File: config.mk
export PLATFORM = sky130hd
export DESIGN_NAME = ling_adder
export DESIGN_NICKNAME = d
export VERILOG_FILES = /design/src/rtl/ling_pkg.sv /design/src/rtl/ling_bit_pg.sv /design/src/rtl/ling_h_group.sv /design/src/rtl/ling_sum.sv /design/src/rtl/ling_adder.sv
export SDC_FILE = /design/constraint.sdc
export NUM_CORES = 1
export LEC_CHECK = 0
export ABC_AREA = 1
export ABC_CLOCK_PERIOD_IN_PS = 5000
export BUFFER_PORTS_ARGS = -buffer_cell sky130_fd_sc_hd__buf_4
export CAP_MARGIN = 0
export CORE_AREA = 3 3 90 101
export DETAILED_ROUTE_END_ITERATION = 8
export DIE_AREA = 0 0 93 104
export GPL_ROUTABILITY_DRIVEN = 0
export GPL_TIMING_DRIVEN = 1
export PLACE_DENSITY_LB_ADDON = 0.08
export SLEW_MARGIN = 30
export SYNTH_ARGS = -nofsm -noshare
export SYNTH_HDL_FRONTEND = slang
export SYNTH_SLANG_ARGS = --single-unit
File: constraint.sdc
create_clock -name vclk -period 5
set_clock_uncertainty 0.1 [all_clocks]
set_input_delay 1.5 -clock vclk [all_inputs]
set_output_delay 1.5 -clock vclk [all_outputs]
set_load 0.05 [all_outputs]
File: src/rtl/ling_pkg.sv
package ling_pkg;
  localparam int unsigned GROUP_W = 4;
endpackage

File: src/rtl/ling_bit_pg.sv
module ling_bit_pg #(
  parameter int unsigned WIDTH = 32
) (
  input  logic [WIDTH-1:0] a_i,
  input  logic [WIDTH-1:0] b_i,
  output logic [WIDTH-1:0] g_o,
  output logic [WIDTH-1:0] t_o,
  output logic [WIDTH-1:0] p_o
);
  assign g_o = a_i & b_i;
  assign t_o = a_i | b_i;
  assign p_o = a_i ^ b_i;
endmodule

File: src/rtl/ling_h_group.sv
// One 4-bit lookahead group: h for positions b+1..b+4 from h_b and t_(b-1).
module ling_h_group
  import ling_pkg::*;
(
  input  logic               h_in_i,
  input  logic               t_below_i,
  input  logic [GROUP_W-1:0] g_i,
  input  logic [GROUP_W-1:0] t_i,
  output logic [GROUP_W-1:0] h_o
);
  logic h_pass;
  assign h_pass = h_in_i & t_below_i;

  assign h_o[0] = g_i[0] | h_pass;
  assign h_o[1] = g_i[1] | g_i[0] | (h_pass & t_i[0]);
  assign h_o[2] = g_i[2] | g_i[1] | (g_i[0] & t_i[1])
                | (h_pass & t_i[0] & t_i[1]);
  assign h_o[3] = g_i[3] | g_i[2] | (g_i[1] & t_i[2]) | (g_i[0] & t_i[1] & t_i[2])
                | (h_pass & t_i[0] & t_i[1] & t_i[2]);

  always_comb begin
    for (int k = 0; k < GROUP_W; k++) begin
      AST_H_FLOOR: assert (!g_i[k] || h_o[k]) else $error("h below generate");
    end
  end
endmodule

File: src/rtl/ling_sum.sv
// Recovers true carries from pseudo-carries and forms the sum.
module ling_sum #(
  parameter int unsigned WIDTH = 32
) (
  input  logic             cin_i,
  input  logic [WIDTH-1:0] h_i,   // h_i[k] is pseudo-carry into bit k+1
  input  logic [WIDTH-1:0] g_i,
  input  logic [WIDTH-1:0] t_i,
  input  logic [WIDTH-1:0] p_i,
  output logic [WIDTH-1:0] sum_o,
  output logic             cout_o
);
  logic [WIDTH:0] c;

  assign c[0] = cin_i;
  for (genvar k = 1; k <= WIDTH; k++) begin : g_rec
    assign c[k] = h_i[k-1] & t_i[k-1];
  end

  assign sum_o  = p_i ^ c[WIDTH-1:0];
  assign cout_o = c[WIDTH];

  always_comb begin
    for (int k = 1; k <= WIDTH; k++) begin
      AST_CARRY_RIPPLE: assert (c[k] == (g_i[k-1] | (c[k-1] & p_i[k-1])))
        else $error("recovered carry %0d wrong", k);
    end
  end
endmodule

File: src/rtl/ling_adder.sv
module ling_adder
  import ling_pkg::*;
#(
  parameter int unsigned WIDTH = 32
) (
  input  logic [WIDTH-1:0] a_i,
  input  logic [WIDTH-1:0] b_i,
  input  logic             cin_i,
  output logic [WIDTH-1:0] sum_o,
  output logic             cout_o
);
  localparam int unsigned NUM_GRP = WIDTH / GROUP_W;

  logic [WIDTH-1:0] g, t, p, h;
  logic [NUM_GRP-1:0] grp_h_in, grp_t_below;

  ling_bit_pg #(.WIDTH(WIDTH)) u_pg (
    .a_i(a_i), .b_i(b_i), .g_o(g), .t_o(t), .p_o(p)
  );

  for (genvar j = 0; j < NUM_GRP; j++) begin : g_grp
    if (j == 0) begin : g_first
      assign grp_h_in[j]    = cin_i;  // h_0 = cin with implied transfer of one
      assign grp_t_below[j] = 1'b1;
    end else begin : g_next
      assign grp_h_in[j]    = h[j*GROUP_W-1];
      assign grp_t_below[j] = t[j*GROUP_W-1];
    end
    ling_h_group u_grp (
      .h_in_i   (grp_h_in[j]),
      .t_below_i(grp_t_below[j]),
      .g_i      (g[j*GROUP_W +: GROUP_W]),
      .t_i      (t[j*GROUP_W +: GROUP_W]),
      .h_o      (h[j*GROUP_W +: GROUP_W])
    );
  end

  ling_sum #(.WIDTH(WIDTH)) u_sum (
    .cin_i(cin_i), .h_i(h), .g_i(g), .t_i(t), .p_i(p),
    .sum_o(sum_o), .cout_o(cout_o)
  );

  logic [WIDTH:0] ref_total;
  assign ref_total = {1'b0, a_i} + {1'b0, b_i} + {{WIDTH{1'b0}}, cin_i};

  always_comb begin
    AST_SUM_EXACT: assert (sum_o == ref_total[WIDTH-1:0]) else $error("sum mismatch");
    AST_COUT_EXACT: assert (cout_o == ref_total[WIDTH]) else $error("cout mismatch");
    AST_ZERO_OPS: assert (!(a_i == '0 && b_i == '0) ||
                          (sum_o == {{(WIDTH-1){1'b0}}, cin_i} && !cout_o))
      else $error("zero operands");
  end
endmodule

==> flow_summary.rst, run 1 <==
.. list-table::
   :header-rows: 1

   * - Metric
     - Value
   * - Status
     - complete, but fails checks
   * - Violations in the final reports
     - setup timing
   * - Cell internal power dissipation
     - 0.284 mW
   * - Syn-to-layout area delta
     - 81.1%
   * - Psw
     - 0.397 mW
   * - Buf/Inv on CP
     - 3
   * - Most frequent cell on the critical path
     - nand2_4
   * - Power per standard cell area
     - 178 nW/um^2
   * - Wire length of the first global-routing pass
     - 8.54 mm
   * - Final worst path period need
     - 5580 ps
   * - Number of vias in the routed layout
     - 2127
   * - Count of TritonRoute iterations in the first routing pass
     - 4
   * - Placeable Area
     - 8230 um^2
   * - Die Y
     - 104 um
   * - Area of the die
     - 9670 um^2
   * - YS warnings
     - 0
   * - Summed instance area of the synthesized netlist
     - 2110 um^2
   * - Count leader, synth
     - inv_1
   * - Congestion Overflow GR
     - 0
   * - Maximum clock frequency
     - 0.179 GHz
   * - DRC
     - 0
   * - Antenna violations before repair
     - 0
   * - Clock buffer cells
     - 0
   * - Count of final hold-check violations
     - 0
   * - Seq_cells
     - 0
   * - Max_cap viols
     - 0
   * - Fraction of power consumed by sequential logic
     - 0%
   * - Clock Power Share
     - 0%
   * - Average instance area after synthesis
     - 7.23 um^2
   * - Combinational share of power
     - 100.0%
   * - Number of global-route vias before repair
     - 2165
   * - Share of the cycle needed by the critical path after routing
     - 112%
   * - Max-slew violations
     - 0
   * - Post-Syn Nets
     - 429
   * - Proportion of layout cells with a drive suffix above 1
     - 49.1%
   * - Number of different library cells in the post-synthesis netlist
     - 21
   * - Slowest-stage cell, CP
     - fa_2
   * - Peak supply drop
     - 0.118 mV
   * - Final design utilization
     - 46.5%
   * - Setup repair after global routing missed its margin
     - yes
   * - Quantity of hold-fixing buffers added after cts
     - 0
   * - Number of standard cells in the final layout excluding fillers
     - 543
   * - Worst Path Arrival
     - 3980 ps
   * - Starting density of the core
     - 25.7%
   * - Final wirelength
     - 5.08 mm
   * - Largest net degree at the start of global routing
     - 5
   * - Ordered list of cells on the worst path
     - buf_12 -> inv_12 -> ha_4 -> nor2_4 -> nand2_2 -> nand3_4 -> nand3_4 -> nand2_4 -> nand4_4 -> o21bai_4 -> nand3_4 -> nand2_4 -> nand4_4 -> nand2_4 -> nand4_4 -> nand2_4 -> nand4_4 -> nand2_4 -> nand2_4 -> fa_2 -> xnor2_4 -> buf_6
   * - Ports
     - 98
   * - Critical setup path kind
     - input pin to primary output
   * - Iter 0 DRT Violations
     - 21
   * - Synthesized netlist cell count
     - 292
   * - Row cnt
     - 35
   * - Top-area cell type share of the netlist area
     - 37.9%
   * - Worst min-delay path category
     - input pin to primary output
   * - Element type at the critical path end
     - primary output
   * - Transition time at the pin with the least slew margin
     - 404 ps
   * - Number of vias per cell
     - 3.92
   * - Setup tns final
     - -6230 ps
   * - Biggest area consumer among synthesized cells
     - ha_1
   * - Final Cell Area
     - 3820 um^2
   * - Relative slew slack
     - 73.1%
   * - Post-route setup slack
     - -580 ps
   * - HPWL after DPL
     - 4.55 mm
   * - Worst slack on hold paths
     - 3340 ps
   * - Cell types occupying the most area after synthesis
     - ha_1 (38%), inv_1 (17%), fa_1 (7.6%), nor2_1 (6.2%), xor2_1 (6.2%)
   * - Global-route total usage across every layer
     - 10.1%
   * - Number of routed nets with antenna violations
     - 0
   * - Buffers on Ports
     - 98
   * - WP data required
     - 3400 ps
   * - Post-Place Cell Area
     - 3400 um^2
   * - Register area share after synthesis
     - 0%
   * - Crit Path Max Fanout
     - 3
   * - Antenna Cells
     - 0
   * - Final layout net count
     - 571
   * - Top cells by instance count after synthesis
     - inv_1 (95), ha_1 (64), nor2_1 (35)
   * - Final Setup Violations
     - 17
   * - Switching share of power
     - 58.4%
   * - Reg area
     - 0 um^2
   * - Startpoint type of the worst setup path
     - input pin
   * - Die width
     - 93 um
   * - CP delay by family, top
     - simple AND/OR/NAND/NOR gates
   * - Placed Instances
     - 524
   * - Slowest stage delay, CP
     - 410 ps
   * - Leakage power summed over all cells
     - 2.13 nW
   * - Avg WL per Cell
     - 9.35 um
## timing repair
item	CTS	global route
setup buffers	11	10
setup endpoints to repair	18	18
pin swaps	16	22
gates resized for setup	54	26
## cell usage in the layout, fill, tap and decap left out, types with 6 or more instances in the layout
cell,count
xor2_1,9
ha_1,58
a21oi_1,9
nand2_2,6
nor2_1,30
buf_6,18
nand2_4,9
buf_4,113
buf_8,8
nand2_1,9
inv_1,85
## final cells by class
| class | instances | area (um^2) |
|---|---|---|
| Inverter | 95 | 387 |
| Fill cell | 863 | 4410 |
| Tap cell | 111 | 139 |
| Timing Repair Buffer | 140 | 1190 |
| Multi-Input combinational cell | 197 | 2110 |
## routing by layer
metal | up-vias | GRT usage (%) | part of all wire [%]
li1 | 1133 | - | -
met1 | 945 | 11.3 | 38
met2 | 49 | 21.1 | 58
met3 | 0 | 0.796 | 4.7
met4 | 0 | 0 | 0
met5 | - | 0 | 0
## per-stage QoR
| stage | power [mW] | setup slack, ps |
|---|---|---|
| 2_1_floorplan | 0.417 | -426 |
| 3_3_place_gp | 0.606 | -721 |
| 3_5_place_dp | 0.607 | -753 |
| 4_1_cts | 0.660 | -608 |
| 5_1_grt | 0.731 | -748 |
| 6_report | 0.681 | -580 |
## power groups by stage
stage / combinational, mW / clock [mW] / sequential (mW)
after floorplan: 0.417 / 0 / 0
after global placement: 0.606 / 0 / 0
after detailed placement: 0.607 / 0 / 0
after CTS: 0.660 / 0 / 0
after global routing: 0.731 / 0 / 0
final: 0.681 / 0 / 0
## kinds of logic after synthesis
kind of cell    after synthesis  share of synthesized area [%]
buf+inv                      95                           16.9
simple gates                 79                           22.0
fa+ha+maj                    72                           45.5
compound gates               24                           6.52
xor+xnor                     22                           9.12
## path summary, 6_finish.rpt
path	startpoint	to	slack [ps]	depth (start not counted)
setup / recovery	b_i[2]	sum_o[29]	-580	22
hold / removal	cin_i	sum_o[0]	3340	3
Power figures use the tool's default switching activity.
==> run 2: changes to the inputs <==
--- a/config.mk
+++ b/config.mk
@@ -9,13 +9,14 @@
 export ABC_CLOCK_PERIOD_IN_PS = 5000
 export BUFFER_PORTS_ARGS = -buffer_cell sky130_fd_sc_hd__buf_4
 export CAP_MARGIN = 0
-export CORE_AREA = 3 3 90 101
+export CORE_AREA = 3 3 97 108
 export DETAILED_ROUTE_END_ITERATION = 8
-export DIE_AREA = 0 0 93 104
+export DIE_AREA = 0 0 100 111
 export GPL_ROUTABILITY_DRIVEN = 0
 export GPL_TIMING_DRIVEN = 1
 export PLACE_DENSITY_LB_ADDON = 0.08
 export SLEW_MARGIN = 30
 export SYNTH_ARGS = -nofsm -noshare
 export SYNTH_HDL_FRONTEND = slang
+export SYNTH_HIERARCHICAL = 1
 export SYNTH_SLANG_ARGS = --single-unit
==> flow_summary.rst, run 2 <==
.. list-table::
   :header-rows: 1

   * - Metric
     - Value
   * - WP data required
     - 3400 ps (about the same)
   * - Element type at the critical path end
     - primary output
   * - Clock Power Share
     - 0% (unchanged)
   * - Starting density of the core
     - 25.8% (+0.19 points)
   * - Antenna Cells
     - 0 (unchanged)
   * - Seq_cells
     - 0 (unchanged)
   * - Number of routed nets with antenna violations
     - 0 (unchanged)
   * - Final layout net count
     - 790 (+38%)
   * - Reg area
     - 0 um^2 (unchanged)
   * - Register area share after synthesis
     - 0% (unchanged)
   * - Number of vias in the routed layout
     - 3160 (+49%)
   * - Psw
     - 0.388 mW (-2.4%)
   * - Crit Path Max Fanout
     - 3 (unchanged)
   * - YS warnings
     - 6 (+6)
   * - Critical setup path kind
     - input pin to primary output
   * - Hold Crit Start
     - cin_i
   * - Top-area cell type share of the netlist area
     - 33.0% (-4.9 points)
   * - Number of global-route vias before repair
     - 2937 (+36%)
   * - Cell internal power dissipation
     - 0.298 mW (+5.1%)
   * - Largest net degree at the start of global routing
     - 6 (+1)
   * - Power per standard cell area
     - 147 nW/um^2 (-18%)
   * - Setup repair after global routing missed its margin
     - yes
   * - Most frequent standard cell in the layout excluding fill and tap cells
     - buf_4
   * - Placeable Area
     - 9400 um^2 (+14%)
   * - Count leader, synth
     - inv_1
   * - Number of cells traversed by the worst hold path
     - 5 (+2)
   * - Wire length of the first global-routing pass
     - 10.8 mm (+27%)
   * - Row cnt
     - 37 (+5.7%)
   * - Final Setup Violations
     - 19 (+2)
   * - Endpoint of the worst hold-timing path
     - sum_o[0]
   * - Average instance area after synthesis
     - 5.12 um^2 (-29%)
   * - Clock buffer cells
     - 0 (unchanged)
   * - Post-route setup slack
     - -1340 ps (-761 ps)
   * - Die Y
     - 111 um (+6.7%)
   * - Number of different library cells in the post-synthesis netlist
     - 8 (-62%)
   * - Final wirelength
     - 6.28 mm (+24%)
   * - Max-slew violations
     - 0 (unchanged)
   * - Antenna violations before repair
     - 0 (unchanged)
   * - Quantity of hold-fixing buffers added after cts
     - 0 (unchanged)
   * - Worst Path Arrival
     - 4740 ps (+760 ps)
   * - Startpoint type of the worst setup path
     - input pin
   * - Ports
     - 98 (unchanged)
   * - Summed instance area of the synthesized netlist
     - 2430 um^2 (+15%)
   * - Peak supply drop
     - 0.0743 mV (-37%)
   * - Cell types occupying the most area after synthesis
     - ha_1 (33%), inv_1 (24%), nand2_1 (23%), nand3_1 (9.7%), nor2_1 (6.5%)
   * - Area of the die
     - 11100 um^2 (+15%)
   * - Share of the cycle needed by the critical path after routing
     - 127% (+15 points)
   * - Fraction of power consumed by sequential logic
     - 0% (unchanged)
   * - Buffers on Ports
     - 98 (unchanged)
   * - Number of vias per cell
     - 4.07 (+4.0%)
   * - Slowest-stage cell, CP
     - ha_4
   * - Iter 0 DRT Violations
     - 40 (+90%)
   * - Maximum clock frequency
     - 0.158 GHz (-12%)
   * - Final worst path period need
     - 6340 ps (+761 ps)
   * - Worst min-delay path category
     - input pin to primary output
   * - Switching share of power
     - 56.5% (-1.8 points)
   * - Most frequent cell on the critical path
     - nand2_2
   * - DRC
     - 0 (unchanged)
   * - Combinational share of power
     - 100.0% (about the same)
   * - Count of final hold-check violations
     - 0 (unchanged)
   * - Synthesized netlist cell count
     - 474 (+62%)
   * - Biggest area consumer among synthesized cells
     - ha_1
   * - Final design utilization
     - 49.8% (+3.3 points)
   * - Proportion of layout cells with a drive suffix above 1
     - 45.8% (-3.2 points)
   * - HPWL after DPL
     - 5.44 mm (+20%)
   * - Congestion Overflow GR
     - 0 (unchanged)
   * - Most frequent cells in the layout
     - buf_4 (159), inv_1 (141), nand2_1 (90)
   * - Avg WL per Cell
     - 8.09 um (-14%)
   * - Post-route total power
     - 0.686 mW (+0.71%)
   * - Status
     - complete, but fails checks
   * - Max_cap viols
     - 0 (unchanged)
   * - Post-Syn Nets
     - 603 (+41%)
   * - Syn-to-layout area delta
     - 92.6%
   * - Leakage power summed over all cells
     - 3.00 nW (+41%)
   * - Die width
     - 100 um (+7.5%)
   * - Violations in the final reports
     - setup timing
   * - Slowest stage delay, CP
     - 140 ps (-270 ps)
   * - Top cells by instance count after synthesis
     - inv_1 (153), nand2_1 (151), ha_1 (64)
   * - Worst slack on hold paths
     - 3280 ps (-59.8 ps)
   * - Count of TritonRoute iterations in the first routing pass
     - 4 (unchanged)
   * - Global-route total usage across every layer
     - 10.8% (+0.76 points)
-- run 2: cell count changes in the layout (fill, tap and decap cells not counted), sizes merged, moves of 15 or more --
cell,change
nand2,+127
nand3,+41
inv,+57
buf,+45
xor2,-15
-- run 2: timing repair --
action,in CTS,in global routing
gates resized for setup,69,48
setup buffers,27,7
pin swaps,25,38
setup endpoints to repair,20,23
-- run 2: worst max-delay path, delay by kind of cell --
kind / cells / cell delay [ps]
simple gates: 34 / 2760
buf+inv: 5 / 340
fa+ha+maj: 1 / 140
-- run 2: how the worst max path moves through the flow --
stage,slack [ps],cells past startpoint,endpoint,start
2_1_floorplan,-1080,37,cout_o,a_i[0]
3_3_place_gp,-1600,40,sum_o[31],a_i[0]
3_5_place_dp,-1660,40,sum_o[31],a_i[0]
4_1_cts,-1470,40,sum_o[31],a_i[0]
5_1_grt,-1650,40,sum_o[31],a_i[0]
6_report,-1340,40,sum_o[31],a_i[0]
-- run 2: power groups by stage --
| stage | logic (mW) | registers (mW) | clock network (mW) |
|---|---|---|---|
| final | 0.686 | 0 | 0 |
| after floorplan | 0.381 | 0 | 0 |
| after global routing | 0.749 | 0 | 0 |
| after global placement | 0.561 | 0 | 0 |
| after detailed placement | 0.565 | 0 | 0 |
| after CTS | 0.654 | 0 | 0 |
-- run 2: cell families after synthesis --
kind of cell / Yosys count / synth area share (%)
simple gates: 248 / 41.6
compound gates: 8 / 1.65
other cells: 1 / 0.154
fa+ha+maj: 64 / 33.0
buf+inv: 153 / 23.6
-- run 2: layer usage --
| layer | part of all wire, % | global-route usage (%) |
|---|---|---|
| met4 | 0 | 0 |
| met2 | 54 | 21.9 |
| met3 | 6.8 | 1.51 |
| met1 | 39 | 12.4 |
| met5 | 0 | 0 |
-- run 2: through the flow --
step	cell area (um^2)	setup TNS, ps	worst slack (ps)	std cells
after floorplan	2700	-9160	-1080	474
after global placement	3980	-17040	-1600	742
after detailed placement	3980	-17870	-1660	742
after CTS	4430	-16450	-1470	769
after global routing	4680	-20210	-1650	776
final	4680	-15380	-1340	776
-- run 2: layout make-up --
type | count | area (um^2)
fill | 992 | 4720
inverter | 153 | 598
multi-input combinational | 321 | 2380
tap | 117 | 146
timing repair buffer | 185 | 1560
==> run 3: changes to the inputs <==
--- a/config.mk
+++ b/config.mk
@@ -14,7 +14,7 @@
 export DIE_AREA = 0 0 100 111
 export GPL_ROUTABILITY_DRIVEN = 0
 export GPL_TIMING_DRIVEN = 1
-export PLACE_DENSITY_LB_ADDON = 0.08
+export PLACE_DENSITY = 0.56
 export SLEW_MARGIN = 30
 export SYNTH_ARGS = -nofsm -noshare
 export SYNTH_HDL_FRONTEND = slang
==> flow_summary.rst, run 3 (synthesized netlist as in run 2, its figures left out) <==
.. list-table::
   :header-rows: 1

   * - Metric
     - Value
   * - Number of global-route vias before repair
     - 2980 (+1.5%)
   * - Crit Path Max Fanout
     - 3 (unchanged)
   * - Most frequent cell on the critical path
     - nand2_2
   * - Cell internal power dissipation
     - 0.302 mW (+1.2%)
   * - Number of cells traversed by the worst hold path
     - 5 (unchanged)
   * - Critical setup path kind
     - input pin to primary output
   * - Most frequent cells in the layout
     - buf_4 (156), inv_1 (143), nand2_1 (96)
   * - Most used routing layer in global routing
     - met2
   * - Slowest-stage cell, CP
     - ha_1
   * - Leakage power summed over all cells
     - 3.00 nW (about the same)
   * - Area of the die
     - 11100 um^2 (unchanged)
   * - Met2 track utilization from global routing
     - 21.9% (unchanged)
   * - Post-route setup slack
     - -1380 ps (-40.1 ps)
   * - Antenna violations before repair
     - 0 (unchanged)
   * - Quantity of hold-fixing buffers added after cts
     - 0 (unchanged)
   * - Reg area
     - 0 um^2 (unchanged)
   * - Antenna Cells
     - 0 (unchanged)
   * - Ports
     - 98 (unchanged)
   * - Row cnt
     - 37 (unchanged)
   * - HPWL after DPL
     - 5.60 mm (+3.0%)
   * - Final wirelength
     - 6.61 mm (+5.3%)
   * - DRC
     - 0 (unchanged)
   * - Combinational share of power
     - 100.0% (about the same)
   * - Hold Crit Start
     - cin_i
   * - Wire length of the first global-routing pass
     - 11.1 mm (+2.2%)
   * - Met3 track demand over resource in global routing
     - 2.08% (+0.57 points)
   * - Maximum clock frequency
     - 0.157 GHz (-0.63%)
   * - Share of the cycle needed by the critical path after routing
     - 128% (+0.80 points)
   * - Fraction of power consumed by sequential logic
     - 0% (unchanged)
   * - Proportion of layout cells with a drive suffix above 1
     - 44.1% (-1.7 points)
   * - Largest net degree at the start of global routing
     - 6 (unchanged)
   * - Avg WL per Cell
     - 8.49 um (+4.9%)
   * - Clock buffer cells
     - 0 (unchanged)
   * - Placeable Area
     - 9400 um^2 (unchanged)
   * - Startpoint type of the worst setup path
     - input pin
   * - Endpoint of the worst hold-timing path
     - sum_o[0]
   * - Number of routed nets with antenna violations
     - 0 (unchanged)
   * - Status
     - complete, but fails checks
   * - Setup repair after global routing missed its margin
     - yes
   * - Die width
     - 100 um (unchanged)
   * - Violations in the final reports
     - setup timing
   * - Count of final hold-check violations
     - 0 (unchanged)
   * - Final Setup Violations
     - 21 (+2)
   * - Max_cap viols
     - 0 (unchanged)
   * - Met1 Track Usage GR
     - 13.0% (+0.53 points)
   * - Syn-to-layout area delta
     - 91.4%
   * - Worst Path Arrival
     - 4780 ps (+40 ps)
   * - Number of filler cells placed in the layout
     - 945 (-4.7%)
   * - Peak supply drop
     - 0.0855 mV (+15%)
   * - Seq_cells
     - 0 (unchanged)
   * - Most frequent standard cell in the layout excluding fill and tap cells
     - buf_4
   * - Final Cell Area
     - 4650 um^2 (-0.64%)
   * - Number of vias per cell
     - 4.07 (-0.16%)
   * - Power per standard cell area
     - 148 nW/um^2 (+0.91%)
   * - Final worst path period need
     - 6380 ps (+40.1 ps)
   * - Slowest stage delay, CP
     - 210 ps (+70 ps)
   * - Max-slew violations
     - 0 (unchanged)
   * - Post-place setup slack
     - -1580 ps (+84.1 ps)
   * - Congestion Overflow GR
     - 0 (unchanged)
   * - Clock Power Share
     - 0% (unchanged)
   * - Final layout net count
     - 793 (+0.38%)
   * - Post-Place Cell Area
     - 4040 um^2 (+1.3%)
   * - WP data required
     - 3400 ps (about the same)
   * - Buffers on Ports
     - 98 (unchanged)
   * - Psw
     - 0.386 mW (-0.47%)
   * - Worst slack on hold paths
     - 3290 ps (+14.4 ps)
   * - Global-route total usage across every layer
     - 11.1% (+0.29 points)
   * - Worst min-delay path category
     - input pin to primary output
   * - Iter 0 DRT Violations
     - 34 (-15%)
   * - Count of TritonRoute iterations in the first routing pass
     - 4 (unchanged)
   * - Number of vias in the routed layout
     - 3167 (+0.22%)
   * - Switching share of power
     - 56.1% (-0.41 points)
   * - Starting density of the core
     - 25.8% (unchanged)
   * - Element type at the critical path end
     - primary output
   * - Die Y
     - 111 um (unchanged)
-- run 3: changes by cell type in the layout (fill, tap and decap cells not counted), moves of 3 or more --
cell	delta
nand2_4	-7
nand3_2	-3
buf_6	+6
buf_4	-3
nand2_1	+6
inv_4	+3
nand3_1	+3
nor2_4	-3
nor2_1	+3
inv_2	-5
-- run 3: power by group through the flow --
stage / Sequential [mW] / Clock (mW) / Combinational [mW]
after floorplan: 0 / 0 / 0.381
after global placement: 0 / 0 / 0.566
after detailed placement: 0 / 0 / 0.573
after CTS: 0 / 0 / 0.650
after global routing: 0 / 0 / 0.751
final: 0 / 0 / 0.687
-- run 3: worst max-delay path by stage --
stage / startpoint / endpoint / cells after the start
after CTS: a_i[0] / sum_o[31] / 40
after floorplan: a_i[0] / cout_o / 37
after global routing: a_i[0] / sum_o[31] / 38
final: a_i[0] / sum_o[31] / 38
after detailed placement: a_i[0] / sum_o[31] / 40
after global placement: a_i[0] / sum_o[31] / 40
-- run 3: area by class of cell --
type	count	area (um^2)	area share, %
inverter	153	606	13.0
multi-input combinational	321	2290	49.2
tap	117	146	3.15
timing repair buffer	188	1610	34.6
-- run 3: metal layers --
layer	share of wire (%)	vias to the layer above
li1	-	1739
met5	0	-
met4	0	0
met3	8.7	0
met2	52	70
met1	40	1358
-- run 3: worst max-delay path, delay by kind of cell --
kind	cells	cell delay, ps
AND/OR/NAND/NOR	35	2850
buffers and inverters	2	230
adder cells (fa/ha/maj)	1	210
-- run 3: repair_timing --
action | CTS | global route
pin swaps | 24 | 38
buffers inserted | 18 | 12
gates cloned | 0 | 0
gates resized for setup | 65 | 37
setup endpoints to repair | 20 | 23
-- run 3: per-stage QoR --
stage | TNS, ps | power, mW | utilization [%] | cells
3_5_place_dp | -17170 | 0.573 | 43.0 | 749
4_1_cts | -15620 | 0.650 | 46.9 | 767
2_1_floorplan | -9160 | 0.381 | - | 474
5_1_grt | -23070 | 0.751 | 49.5 | 779
3_3_place_gp | -16150 | 0.566 | 43.0 | 749
6_report | -16310 | 0.687 | 49.5 | 779
